===== src/rtl/cfgdec_pkg.sv =====
package cfgdec_pkg;

    localparam int BYTE_W = 8;

    localparam logic [BYTE_W-1:0] OP_WRITE    = 8'h80;
    localparam logic [BYTE_W-1:0] OP_READ     = 8'h81;
    localparam logic [BYTE_W-1:0] SUB_CODE    = 8'h01;
    localparam logic [BYTE_W-1:0] ADR_MASK_LO = 8'h02;
    localparam logic [BYTE_W-1:0] ADR_DIV     = 8'h04;
    localparam logic [BYTE_W-1:0] ADR_BASE    = 8'h0A;

    typedef enum logic [2:0] {
        PS_IDLE,
        PS_W_SUB,
        PS_W_ADR,
        PS_W_DAT,
        PS_R_SUB,
        PS_R_ADR
    } pstate_e;

    typedef struct packed {
        logic              wr;
        logic              rd;
        logic [BYTE_W-1:0] addr;
        logic [BYTE_W-1:0] data;
    } regop_t;

    function automatic pstate_e lead_state(logic [BYTE_W-1:0] b);
        case (b)
            OP_WRITE: return PS_W_SUB;
            OP_READ:  return PS_R_SUB;
            default:  return PS_IDLE;
        endcase
    endfunction

endpackage


===== src/rtl/cfgdec_parser.sv =====
module cfgdec_parser
    import cfgdec_pkg::*;
(
    input  logic              clk,
    input  logic              rst,
    input  logic              in_valid,
    input  logic [BYTE_W-1:0] in_byte,
    output regop_t            op
);

    pstate_e           state_q, state_d;
    logic [BYTE_W-1:0] addr_q, addr_d;

    always_comb begin
        state_d = state_q;
        addr_d  = addr_q;
        op      = '0;
        if (in_valid) begin
            case (state_q)
                PS_IDLE:  state_d = lead_state(in_byte);
                PS_W_SUB: state_d = (in_byte == SUB_CODE) ? PS_W_ADR : lead_state(in_byte);
                PS_W_ADR: begin
                    addr_d  = in_byte;
                    state_d = PS_W_DAT;
                end
                PS_W_DAT: begin
                    op.wr   = 1'b1;
                    op.addr = addr_q;
                    op.data = in_byte;
                    state_d = PS_IDLE;
                end
                PS_R_SUB: state_d = (in_byte == SUB_CODE) ? PS_R_ADR : lead_state(in_byte);
                PS_R_ADR: begin
                    op.rd   = 1'b1;
                    op.addr = in_byte;
                    state_d = PS_IDLE;
                end
                default:  state_d = PS_IDLE;
            endcase
        end
    end

    always_ff @(posedge clk) begin
        if (rst) begin
            state_q <= PS_IDLE;
            addr_q  <= '0;
        end else begin
            state_q <= state_d;
            addr_q  <= addr_d;
        end
    end

endmodule


===== src/rtl/cfgdec_regfile.sv =====
module cfgdec_regfile
    import cfgdec_pkg::*;
#(
    parameter int MASK_BYTES = 2,
    localparam int MASK_W    = MASK_BYTES * BYTE_W
) (
    input  logic              clk,
    input  logic              rst,
    input  regop_t            op,
    output logic [MASK_W-1:0] mask,
    output logic [BYTE_W-1:0] div_code,
    output logic [BYTE_W-1:0] base_sel,
    output logic [BYTE_W-1:0] rd_data
);

    logic [BYTE_W-1:0] mask_q [MASK_BYTES];

    for (genvar g = 0; g < MASK_BYTES; g++) begin : g_mask
        localparam logic [BYTE_W-1:0] MY_ADR = ADR_MASK_LO + BYTE_W'(g);
        always_ff @(posedge clk) begin
            if (rst) begin
                mask_q[g] <= '0;
            end else if (op.wr && op.addr == MY_ADR) begin
                mask_q[g] <= op.data;
            end
        end
        assign mask[g*BYTE_W +: BYTE_W] = mask_q[g];
    end

    always_ff @(posedge clk) begin
        if (rst) begin
            div_code <= '0;
            base_sel <= '0;
        end else if (op.wr) begin
            if (op.addr == ADR_DIV)  div_code <= op.data;
            if (op.addr == ADR_BASE) base_sel <= op.data;
        end
    end

    always_comb begin
        rd_data = '0;
        if (op.addr == ADR_DIV)  rd_data = div_code;
        if (op.addr == ADR_BASE) rd_data = base_sel;
        for (int i = 0; i < MASK_BYTES; i++) begin
            if (op.addr == ADR_MASK_LO + BYTE_W'(i)) rd_data = mask_q[i];
        end
    end

endmodule


===== src/rtl/cfgdec_rsp.sv =====
module cfgdec_rsp
    import cfgdec_pkg::*;
(
    input  logic              clk,
    input  logic              rst,
    input  regop_t            op,
    input  logic [BYTE_W-1:0] rd_data,
    output logic              rsp_valid,
    output logic [BYTE_W-1:0] rsp_byte
);

    always_ff @(posedge clk) begin
        if (rst) begin
            rsp_valid <= 1'b0;
            rsp_byte  <= '0;
        end else begin
            rsp_valid <= op.rd;
            if (op.rd) rsp_byte <= rd_data;
        end
    end

endmodule


===== src/rtl/cfgdec_top.sv =====
module cfgdec_top
    import cfgdec_pkg::*;
#(
    parameter int MASK_BYTES = 2,
    localparam int MASK_W    = MASK_BYTES * BYTE_W
) (
    input  logic              clk,
    input  logic              rst,
    input  logic              cmd_valid,
    input  logic [BYTE_W-1:0] cmd_byte,
    output logic              rsp_valid,
    output logic [BYTE_W-1:0] rsp_byte,
    output logic [MASK_W-1:0] probe_mask,
    output logic [BYTE_W-1:0] div_code,
    output logic [BYTE_W-1:0] base_sel
);

    regop_t            op;
    logic [BYTE_W-1:0] rd_data;

    cfgdec_parser u_parser (
        .clk      (clk),
        .rst      (rst),
        .in_valid (cmd_valid),
        .in_byte  (cmd_byte),
        .op       (op)
    );

    cfgdec_regfile #(.MASK_BYTES(MASK_BYTES)) u_regs (
        .clk      (clk),
        .rst      (rst),
        .op       (op),
        .mask     (probe_mask),
        .div_code (div_code),
        .base_sel (base_sel),
        .rd_data  (rd_data)
    );

    cfgdec_rsp u_rsp (
        .clk       (clk),
        .rst       (rst),
        .op        (op),
        .rd_data   (rd_data),
        .rsp_valid (rsp_valid),
        .rsp_byte  (rsp_byte)
    );

endmodule


===== config.mk =====
export PLATFORM = sky130hd
export DESIGN_NAME = cfgdec_top
export DESIGN_NICKNAME = d
export VERILOG_FILES = /design/src/rtl/cfgdec_pkg.sv /design/src/rtl/cfgdec_parser.sv /design/src/rtl/cfgdec_regfile.sv /design/src/rtl/cfgdec_rsp.sv /design/src/rtl/cfgdec_top.sv
export SDC_FILE = /design/constraint.sdc
export NUM_CORES = 1
export LEC_CHECK = 0
export BUFFER_PORTS_ARGS = -buffer_cell sky130_fd_sc_hd__clkbuf_2
export CELL_PAD_IN_SITES_DETAIL_PLACEMENT = 1
export CELL_PAD_IN_SITES_GLOBAL_PLACEMENT = 2
export CORE_ASPECT_RATIO = 1.1
export CORE_UTILIZATION = 33
export DETAILED_ROUTE_END_ITERATION = 7
export GPL_ROUTABILITY_DRIVEN = 0
export HOLD_SLACK_MARGIN = 0.1
export MAX_ROUTING_LAYER = met4
export PLACE_DENSITY = 0.77
export REMOVE_ABC_BUFFERS = 1
export SYNTH_ARGS = -nofsm -noshare
export SYNTH_HDL_FRONTEND = slang
export SYNTH_SLANG_ARGS = --single-unit

===== constraint.sdc =====
create_clock -name clk -period 2.7 [get_ports clk]
set_input_delay 0.27 -clock clk [delete_from_list [all_inputs] [get_ports clk]]
set_output_delay 0.27 -clock clk [all_outputs]
set_load 0.02 [all_outputs]

==> impl_metrics.toml, run 1 <==
[outcome]
status = "complete, but fails checks"
failed_checks = "DRC"

[synthesis]
ys_seq_area_share_pct = 49.3
synth_area_per_cell_sq_um = 10.1
ys.warnings.count = 0
synth_cell_types = 40
syn_area_sq_um = 2440
ys_seq_elements = 52
synthCells = 241

[sta]
whs_ns = 0.316
fmax_mhz = 398
worst_pin_slew_ns = 0.959
slew_headroom_pct = 36.1
rsz0062_at_grt = "false"
period_share_pct = 93.1
final-hold-violation-count = 0
setup_viol = 0
finClkSkew_ns = 0.0103
slew_viol_final = 0
fin_crit_ns = 2.51
tns_ns = 0

[clock_network]
clk_pin_slew_ns = 0.10
clock_path_buffers = 2
clk_latency_ns = 0.31
ctsHoldBuffers = 0
h-tree-depth = 2
cts_tree = "yes"
cts-root-buf = "clkbuf_8"
cts_buffers = 5
cts_resized = 0
cts.sinks = 52
cts_setup_buffers = 0

[power_and_ir_drop]
ir_worst_vdd_mv = 0.156
power_leakage_nw = 1.15
power-per-cell-area_nw_per_um2 = 469
p_sw_share_pct = 24.6
clkPwrFrac_pct = 33.0
internal-power_mw = 1.02
power_frac_comb_pct = 6.3
power_frac_seq_pct = 60.7
p_sw_mw = 0.332

[setup_path]
worstSetupPathType = "flip-flop to flip-flop"
slowest_delay_ns = 0.75
cp-end-kind = "flip-flop"
path_cells = "nand3b_1 > a21oi_2 > mux2_2 > a221oi_1 > o31ai_2"
cp.buffers_inverters = 0
crit_family = "compound AO/OA/AOI/OAI gates"
slowest_stage = "a21oi_2"
crit_path_max_fanout = 15
crit_arrival_ns = 2.71
critPathLaunchType = "flip-flop"
cp.required_ns = 2.89

[route]
ant_nets = 0
detail_route.wl_per_cell_um = 19.6
viasPerCell = 5.45
drt_iter0_drc = 108
drtPass1Iterations = 6
wirelength_mm = 7.42
drc = 11
vias = 2060

[hold_path]
hold_path.class = "input pin to flip-flop"

[placement]
port_buffers = 51
dpl.hpwl_mm = 5.33

[die]
die_area_sq_um = 7730
die_h_um = 92.1
start_util_pct = 34.4
die_w_um = 83.9
fp-row-count = 32
coreArea_sq_um = 7090
io_pins = 52

[grt]
track_usage_pct = 20.3
grt_max_degree = 20
grt_pass1_vias = 2106
overflow = 0
grt_antenna_before_repair = 0
grt_pass1_wl_mm = 11.6

[cells_and_area]
drive_gt1_share_pct = 28.7
fin_nets = 303
fillers = 827
area_growth_pct = 18.2
n_antenna_cell = 0

[run]
max-cap-violations = 0
-- layer usage --
layer | GRT usage, % | vias to the layer above | part of all wire [%]
met5 | - | - | 0
met4 | 7.61 | 0 | 2.1
met3 | 2.70 | 13 | 2.9
met2 | 34.6 | 52 | 49
met1 | 24.6 | 1009 | 46
li1 | - | 986 | -
-- logic make-up (layout without fill, tap and decap cells) --
group                  Yosys count  count (layout)  share of synthesized area [%]
and+or+nand+nor                 97              97                           23.1
DFF                             52              52                           49.3
AOI/OAI and AO/OA               50              50                           14.5
muxes                           23              23                           9.86
buffers and inverters           19              71                           3.18
-- worst reg2reg max path: cells and delay by family, from the launching register on --
| kind | cells | cell delay (ns) |
|---|---|---|
| flip-flops | 1 | 0.54 |
| multiplexers | 1 | 0.43 |
| AND/OR/NAND/NOR | 1 | 0.17 |
| AO/OA/AOI/OAI | 3 | 1.26 |
-- cells in the final DEF, fill, tap and decap left out, drive strengths merged, types with 2 or more instances in the layout --
cell type	netlist	final
a21oi	14	14
a221oi	8	8
and2	14	14
and4b	3	3
buf	5	8
clkbuf	10	57
dfxtp	36	36
edfxtp	16	16
inv	4	4
mux2	8	8
mux2i	15	15
nand2	9	9
nand2b	6	6
nand3	12	12
nand3b	3	3
nand4b	3	3
nor2	30	30
nor3	6	6
nor4	6	6
o21ai	11	11
o31a	2	2
o31ai	8	8
-- cells in the mapped netlist --
cell,count,share of area [%]
nand2_1,9,1.4
a221oi_1,8,2.9
and3_1,1,0.26
nor2_1,30,4.6
or3b_1,1,0.36
a21oi_2,1,0.36
nor4_4,2,1.7
and2_1,14,3.6
clkbuf_1,10,1.5
nor2b_1,1,0.26
edfxtp_1,16,20
o31ai_2,2,1.0
or3_4,1,0.46
buf_2,5,1.0
a21o_1,1,0.31
a2bb2oi_1,1,0.36
nor3_2,3,1.2
a32oi_1,1,0.36
nand4b_1,3,1.1
o31a_4,1,0.72
and4b_1,3,1.2
nor4_1,4,1.0
nand3_1,12,2.5
nand3b_1,3,0.92
o22a_1,1,0.36
nand2b_1,6,1.5
o31ai_1,6,1.8
o21ai_0,1,0.21
o31a_1,1,0.36
o21ai_1,10,2.1
or4_1,1,0.31
inv_1,4,0.62
mux2i_1,15,6.2
dfxtp_1,36,30
a21oi_1,13,2.7
a32o_1,1,0.41
a311oi_1,1,0.36
o22ai_1,1,0.26
nor3_1,3,0.62
mux2_2,8,3.7
-- final timing paths --
| check | from | end | slack (ns) | cells past startpoint |
|---|---|---|---|---|
| worst max register to register | u_parser.state_q[2]$_SDFFE_PP0P_ | u_rsp.rsp_byte[3]$_SDFFE_PP0P_ | 0.19 | 5 |
| worst max-delay path | u_parser.state_q[2]$_SDFFE_PP0P_ | u_rsp.rsp_byte[3]$_SDFFE_PP0P_ | 0.19 | 5 |
| worst min register to register | u_rsp.rsp_byte[4]$_SDFFE_PP0P_ | u_rsp.rsp_byte[4]$_SDFFE_PP0P_ | 0.46 | 2 |
| worst min-delay path | cmd_valid | u_parser.state_q[0]$_SDFFE_PP0P_ | 0.32 | 3 |
-- through the flow --
step | instances | power [mW] | cell area, sq um | worst slack (ns) | util, %
detailed placement | 370 | 0.922 | 2800 | 0.199 | 39.4
CTS | 378 | 1.37 | 2880 | 0.180 | 40.6
global placement | 370 | 0.921 | 2800 | 0.299 | 39.4
global route | 378 | 1.40 | 2880 | 0.0233 | 40.6
finish | 378 | 1.35 | 2880 | 0.186 | 40.6
floorplan | 226 | 0.866 | 2370 | 0.658 | -
-- sequential cells by signal (all words and copies together), names as in the netlist --
signal	flops
u_regs.base_sel	8
u_rsp.rsp_byte	8
u_regs.mask_q	16
u_parser.addr_q	8
u_parser.state_q	3
u_regs.div_code	8
u_rsp.rsp_valid	1
-- power by group through the flow --
stage	combinational, mW	sequential [mW]	clock (mW)
floorplan	0.0195	0.846	0
global placement	0.0838	0.838	0
detailed placement	0.0846	0.838	0
CTS	0.0851	0.820	0.464
global route	0.0903	0.821	0.485
finish	0.0845	0.820	0.446
-- area by class of cell --
| type | count | area [sq um] | share of cell area, % |
|---|---|---|---|
| inverter | 4 | 15.0 | 0.521 |
| clock buffer | 6 | 72.6 | 2.52 |
| clock inverter | 2 | 12.5 | 0.434 |
| tap | 85 | 106 | 3.69 |
| multi-input combinational | 170 | 1160 | 40.2 |
| sequential | 52 | 1200 | 41.7 |
| timing repair buffer | 59 | 315 | 10.9 |
No activity file was read; power rests on OpenSTA's default activity.
==> run 2, diff against run 1 <==
--- a/config.mk
+++ b/config.mk
@@ -9,12 +9,12 @@
 export CELL_PAD_IN_SITES_DETAIL_PLACEMENT = 1
 export CELL_PAD_IN_SITES_GLOBAL_PLACEMENT = 2
 export CORE_ASPECT_RATIO = 1.1
-export CORE_UTILIZATION = 33
+export CORE_UTILIZATION = 36
 export DETAILED_ROUTE_END_ITERATION = 7
 export GPL_ROUTABILITY_DRIVEN = 0
 export HOLD_SLACK_MARGIN = 0.1
 export MAX_ROUTING_LAYER = met4
-export PLACE_DENSITY = 0.77
+export PLACE_DENSITY = 0.83
 export REMOVE_ABC_BUFFERS = 1
 export SYNTH_ARGS = -nofsm -noshare
 export SYNTH_HDL_FRONTEND = slang
==> constraint.sdc (replaced) <==
create_clock -name clk -period 3 [get_ports clk]
set_input_delay 0.3 -clock clk [delete_from_list [all_inputs] [get_ports clk]]
set_output_delay 0.3 -clock clk [all_outputs]
set_load 0.02 [all_outputs]
==> run 2 against run 1 <==
Against the previous run:
- the flow now finishes without violations
- first-iteration DRC count grew 23%
- sequential share of layout area down 0.072 points
- worst hold slack improved by 0.029 ns
- register-to-register slack improved by 0.37 ns
- count of clock-buffer cells in the layout did not move
- fmax is 2.9% higher
- clock skew shrank 0.0045 ns
- cell count shrank 1.6%
- critical path depth stayed put
- critical endpoint is now u_rsp.rsp_byte[2]$_SDFFE_PP0P_
- largest cell class unchanged
==> impl_metrics.toml, run 2 (synthesized netlist as in run 1, its figures left out) <==
[setup_path]
critPathLaunchType = "flip-flop"
reg2reg_depth = 5
path_cells = "nand3b_1 > a21oi_2 > mux2_2 > a221oi_1 > o31ai_2"
slowest_delay_ns = 0.69
cp.buffers_inverters = 0
cp-end-kind = "flip-flop"
cp-startpoint = "u_parser.state_q[2]$_SDFFE_PP0P_"
slowest_stage = "a21oi_2"
r2r_setup_slack_ns = 0.56
r2r-end = "u_rsp.rsp_byte[2]$_SDFFE_PP0P_"
cp.required_ns = 3.19
crit_family = "compound AO/OA/AOI/OAI gates"
worstSetupPathType = "flip-flop to flip-flop"
crit_path_max_fanout = 15
cp.depth = 5
crit_arrival_ns = 2.63
worstSetupEndpoint = "u_rsp.rsp_byte[2]$_SDFFE_PP0P_"
rr_startpoint = "u_parser.state_q[2]$_SDFFE_PP0P_"

[clock_network]
clk_pin_slew_ns = 0.09
cts_resized = 0
cts-root-buf = "clkbuf_8"
clock_path_buffers = 2
h-tree-depth = 2
cts_setup_buffers = 0
cts_buffers = 5
cts_tree = "yes"
clk_latency_ns = 0.31
cts.sinks = 52
ctsHoldBuffers = 0

[cells_and_area]
n_antenna_cell = 0
multi_input_area_sq_um = 1160
layout_commonest_cell = "clkbuf_2"
area_growth_pct = 18.4
largest_reg_flops = 16
largest-register = "u_regs.mask_q"
drive_gt1_share_pct = 27.9
seqCellArea_sq_um = 1200
final_cell_mix = "clkbuf_2, dfxtp_1, nor2_1, edfxtp_1, mux2i_1"
fillers = 757
fin_nets = 300

[placement]
port_buffers = 51
dpl.hpwl_mm = 5.11
dpl_worst_slack_ns = 0.502

[sta]
whs_ns = 0.345
worst_pin_slew_ns = 0.875
fin_crit_ns = 2.44
slew_viol_final = 0
setup_viol = 0
fin_ws_ns = 0.558
slew_headroom_pct = 41.7
finClkSkew_ns = 0.00586
tns_ns = 0
final-hold-violation-count = 0
fmax_mhz = 410
period_share_pct = 81.4
rsz0062_at_grt = "false"

[route]
viasPerCell = 5.51
detail_route.wl_per_cell_um = 19.0
drt_iter0_drc = 133
wirelength_mm = 7.08
drc = 0
vias = 2048
top_layer = "met4"
drtPass1Iterations = 4
met3_length_um = 327
ant_nets = 0
wl_met1_mm = 3.01
dr_wl_met2_mm = 3.55

[die]
start_util_pct = 37.2
coreArea_sq_um = 6560
die_w_um = 80.4
fp-row-count = 31
die_area_sq_um = 7100
die_h_um = 88.3
io_pins = 52

[grt]
grt_pass1_vias = 2063
track_usage_pct = 23.3
grt_max_degree = 36
grt_antenna_before_repair = 0
grt_pass1_wl_mm = 11.7
overflow = 0

[outcome]
status = "finished clean"

[hold_path]
hp-start = "cmd_byte[3]"
hold_path.class = "input pin to flip-flop"

[power_and_ir_drop]
power-per-cell-area_nw_per_um2 = 454
power_leakage_nw = 1.16
ir_worst_vdd_mv = 0.296

[run]
max-cap-violations = 0
==> run 2: metrics by stage <==
stage	instances	area [sq um]	total power, mW	utilization, %
finish	372	2890	1.31	44.0
floorplan	226	2370	0.779	-
global placement	364	2770	0.824	42.2
global route	372	2890	1.37	44.0
detailed placement	364	2770	0.825	42.2
CTS	372	2890	1.33	44.0
==> run 2: worst min-delay path by stage <==
stage	to	slack [ns]	cells past startpoint
after floorplan	u_regs.div_code[0]$_SDFFE_PP0P_	0.37	1
after global placement	u_rsp.rsp_byte[5]$_SDFFE_PP0P_	0.44	2
after detailed placement	u_rsp.rsp_byte[6]$_SDFFE_PP0P_	0.44	2
after CTS	u_regs.div_code[3]$_SDFFE_PP0P_	0.35	3
after global routing	u_regs.div_code[3]$_SDFFE_PP0P_	0.37	3
final	u_regs.div_code[3]$_SDFFE_PP0P_	0.34	3
==> run 2: layout make-up <==
class | count | area share (%)
inverters | 4 | 0.520
clock inverters | 2 | 1.17
well taps | 82 | 3.56
clock buffers | 6 | 2.86
repair buffers | 56 | 10.1
multi-input cells | 170 | 40.1
flip-flops and latches | 52 | 41.6
==> run 2: power breakdown <==
group          switching, mW  leakage (nW)  internal, mW  total (mW)
registers            0.00599         0.455         0.731       0.737
clock network          0.234        0.0588         0.269       0.503
logic                 0.0524         0.644        0.0189      0.0713
total                  0.292          1.16          1.02        1.31
==> run 2: worst min-delay path: stages <==
cell and delay, ns:
clkbuf_2 0.14, nand3_1 0.09, a21oi_1 0.07
==> run 2: per-layer routing <==
metal  track usage (%)  vias up
met5                 -        -
met4              10.4        0
met3              3.92       15
met2              36.1       68
met1              29.7      983
li1                  -      982
==> run 3, diff against run 2 <==
--- a/config.mk
+++ b/config.mk
@@ -5,16 +5,17 @@
 export SDC_FILE = /design/constraint.sdc
 export NUM_CORES = 1
 export LEC_CHECK = 0
+export ABC_AREA = 1
 export BUFFER_PORTS_ARGS = -buffer_cell sky130_fd_sc_hd__clkbuf_2
 export CELL_PAD_IN_SITES_DETAIL_PLACEMENT = 1
 export CELL_PAD_IN_SITES_GLOBAL_PLACEMENT = 2
 export CORE_ASPECT_RATIO = 1.1
-export CORE_UTILIZATION = 36
+export CORE_UTILIZATION = 30
 export DETAILED_ROUTE_END_ITERATION = 7
 export GPL_ROUTABILITY_DRIVEN = 0
 export HOLD_SLACK_MARGIN = 0.1
 export MAX_ROUTING_LAYER = met4
-export PLACE_DENSITY = 0.83
+export PLACE_DENSITY = 0.74
 export REMOVE_ABC_BUFFERS = 1
 export SYNTH_ARGS = -nofsm -noshare
 export SYNTH_HDL_FRONTEND = slang
==> constraint.sdc (replaced) <==
create_clock -name clk -period 2.16 [get_ports clk]
set_input_delay 0.216 -clock clk [delete_from_list [all_inputs] [get_ports clk]]
set_output_delay 0.216 -clock clk [all_outputs]
set_load 0.02 [all_outputs]
==> run 3 against run 2 <==
Against the previous run:
- critical endpoint is now u_regs.mask_q[1][2]$_SDFFCE_PN0P_
- global-route usage shrank 6.0 points
- largest cell class is now multi-input combinational cells
- synthesized cell count rose by 27%
- fmax grew 21%
- worst hold slack worse by 0.16 ns
- clock power rose by 17%
- critical path depth up 5
- worst setup slack worse by 0.42 ns
- highest routed layer unchanged
- critical path type unchanged
==> impl_metrics.toml, run 3 <==
[outcome]
status = "finished clean"

[grt]
grt_antenna_before_repair = 0
grt_pass1_wl_mm = 12.2
grt_max_degree = 27
grt_pass1_vias = 2362
track_usage_pct = 17.3
overflow = 0

[cells_and_area]
n_antenna_cell = 0
largest_reg_flops = 16
fin_cells = 482
final_cell_mix = "nand2_1, clkbuf_2, nor2_1, dfxtp_1"
largest-register = "u_regs.mask_q"
drive_gt1_share_pct = 34.8
area_growth_pct = 17.1
stdcell_area_sq_um = 3270
fin_nets = 378

[placement]
dpl_worst_slack_ns = 0.0605
port_buffers = 51
dpl.hpwl_mm = 5.77
place_inst = 471
dpl-instance-area_sq_um = 3140

[synthesis]
synth_compound_area_share_pct = 15.3
synth_top_cell_by_area = "dfxtp_1"
yosys-top-cells-count = "nand2_1, nor2_1, dfxtp_1"
synth_edf_count = 16
yosysMostFrequentCell = "nand2_1"
synth_fa_ha_area_share_pct = 0
synth_top_area_share_pct = 25.8
synth-simple-area-share_pct = 33.9
synth_cell_types = 35
synth_xor_area_share_pct = 0
synthCells = 307
ys_seq_area_share_pct = 43.1
synth_area_per_cell_sq_um = 9.08
synthMuxAreaShare_pct = 0
syn_area_sq_um = 2790
ys.warnings.count = 0
synthFlopType = "dfxtp_1"
synth_area_leaders = "dfxtp_1, edfxtp_1, nand2_1"
ys_seq_elements = 52
async_flop_share_pct = 0
synth_top_family_by_area = "simple AND/OR/NAND/NOR gates"

[setup_path]
cp-startpoint = "u_parser.state_q[1]$_SDFFE_PP0P_"
worstSetupEndpoint = "u_regs.mask_q[1][2]$_SDFFCE_PN0P_"
crit_path_max_fanout = 10
critPathLaunchType = "flip-flop"
cp.required_ns = 2.20
crit_arrival_ns = 2.06
rr_startpoint = "u_parser.state_q[1]$_SDFFE_PP0P_"
worstSetupPathType = "flip-flop to flip-flop"
r2r-end = "u_regs.mask_q[1][2]$_SDFFCE_PN0P_"
reg2reg_depth = 10
cp-end-kind = "flip-flop"
r2r_setup_slack_ns = 0.14

[power_and_ir_drop]
power_frac_seq_pct = 59.6
clkPwrFrac_pct = 34.0
power_frac_comb_pct = 6.4
p_sw_mw = 0.445
p_sw_share_pct = 25.8
power-per-cell-area_nw_per_um2 = 527
power_leakage_nw = 1.37
ir_worst_vdd_mv = 0.209
internal-power_mw = 1.28

[clock_network]
h-tree-depth = 2
clock_path_buffers = 2
cts_tree = "yes"
cts.sinks = 52
ctsHoldBuffers = 0
cts_buffers = 5
cts-root-buf = "clkbuf_8"
clk_latency_ns = 0.32
clk_pin_slew_ns = 0.11

[route]
detail_route.wl_per_cell_um = 15.7
drt_iter0_drc = 69
wirelength_mm = 7.58
drtPass1Iterations = 4
vias = 2335
drc = 0
ant_nets = 0
viasPerCell = 4.84

[sta]
fin_ws_ns = 0.138
fmax_mhz = 495
fin_crit_ns = 2.02
slew_headroom_pct = 73.6
period_share_pct = 93.6
finClkSkew_ns = 0.0123
setup_viol = 0
worst_pin_slew_ns = 0.396
whs_ns = 0.182
tns_ns = 0
final-hold-violation-count = 0
slew_viol_final = 0
rsz0062_at_grt = "false"

[die]
die_h_um = 103
die_w_um = 93.9
start_util_pct = 31.1
coreArea_sq_um = 8960
fp-row-count = 36
io_pins = 52
die_area_sq_um = 9690

[run]
max-cap-violations = 0

[hold_path]
hold_path.class = "input pin to flip-flop"
[run 3: metrics by stage]
step                util (%)  power [mW]
global route            36.4        1.80
detailed placement      35.0        1.16
finish                  36.4        1.72
CTS                     36.0        1.76
global placement        35.0        1.16
floorplan                  -        1.09
[run 3: cells by family (layout without fill, tap and decap cells)]
kind of cell | after synthesis | count (layout)
DFF | 52 | 52
buffers and inverters | 33 | 94
and+or+nand+nor | 162 | 162
AOI/OAI and AO/OA | 60 | 60
[run 3: layout make-up]
| cell class | instances | area (sq um) |
|---|---|---|
| clock buffers | 6 | 72.6 |
| clock inverters | 2 | 16.3 |
| fillers | 1086 | 5700 |
| inverters | 21 | 86.3 |
| multi-input cells | 222 | 1370 |
| flip-flops and latches | 52 | 1200 |
| well taps | 114 | 143 |
| repair buffers | 65 | 373 |
[run 3: worst min-delay path by stage]
stage | start | slack, ns | endpoint | cells after the start
detailed placement | u_parser.addr_q[6]$_SDFFE_PP0P_ | 0.46 | u_parser.addr_q[6]$_SDFFE_PP0P_ | 2
CTS | cmd_byte[4] | 0.18 | u_parser.addr_q[4]$_SDFFE_PP0P_ | 3
floorplan | rst | 0.28 | u_rsp.rsp_byte[0]$_SDFFE_PP0P_ | 1
global placement | u_parser.addr_q[5]$_SDFFE_PP0P_ | 0.44 | u_parser.addr_q[5]$_SDFFE_PP0P_ | 2
finish | cmd_byte[7] | 0.18 | u_parser.addr_q[7]$_SDFFE_PP0P_ | 3
global route | cmd_byte[7] | 0.20 | u_parser.addr_q[7]$_SDFFE_PP0P_ | 3
[run 3: repair_timing]
action                                  CTS  global route
setup buffers                             0             3
resized for setup                         0             1
endpoints found under the setup margin    0            20
[run 3: worst max-delay path: stages (launching register included)]
cell,delay [ns]
dfxtp_1,0.41
inv_2,0.14
nand2_4,0.07
nor2_4,0.25
nand2_2,0.10
nand2_4,0.12
inv_8,0.06
nor2_8,0.14
nand2_2,0.08
o21ai_0,0.18
buf_4,0.20
[run 3: power by group through the flow]
stage	Clock, mW	Sequential (mW)	Combinational [mW]
2_1_floorplan	0	1.06	0.0275
3_3_place_gp	0	1.05	0.112
3_5_place_dp	0	1.05	0.112
4_1_cts	0.617	1.03	0.113
5_1_grt	0.650	1.03	0.121
6_report	0.586	1.03	0.110
[run 3: layer usage]
layer | global-route usage [%] | share of wire [%]
met1 | 21.0 | 46
met2 | 29.5 | 49
met3 | 3.10 | 3.3
met4 | 4.73 | 1.5
met5 | - | 0
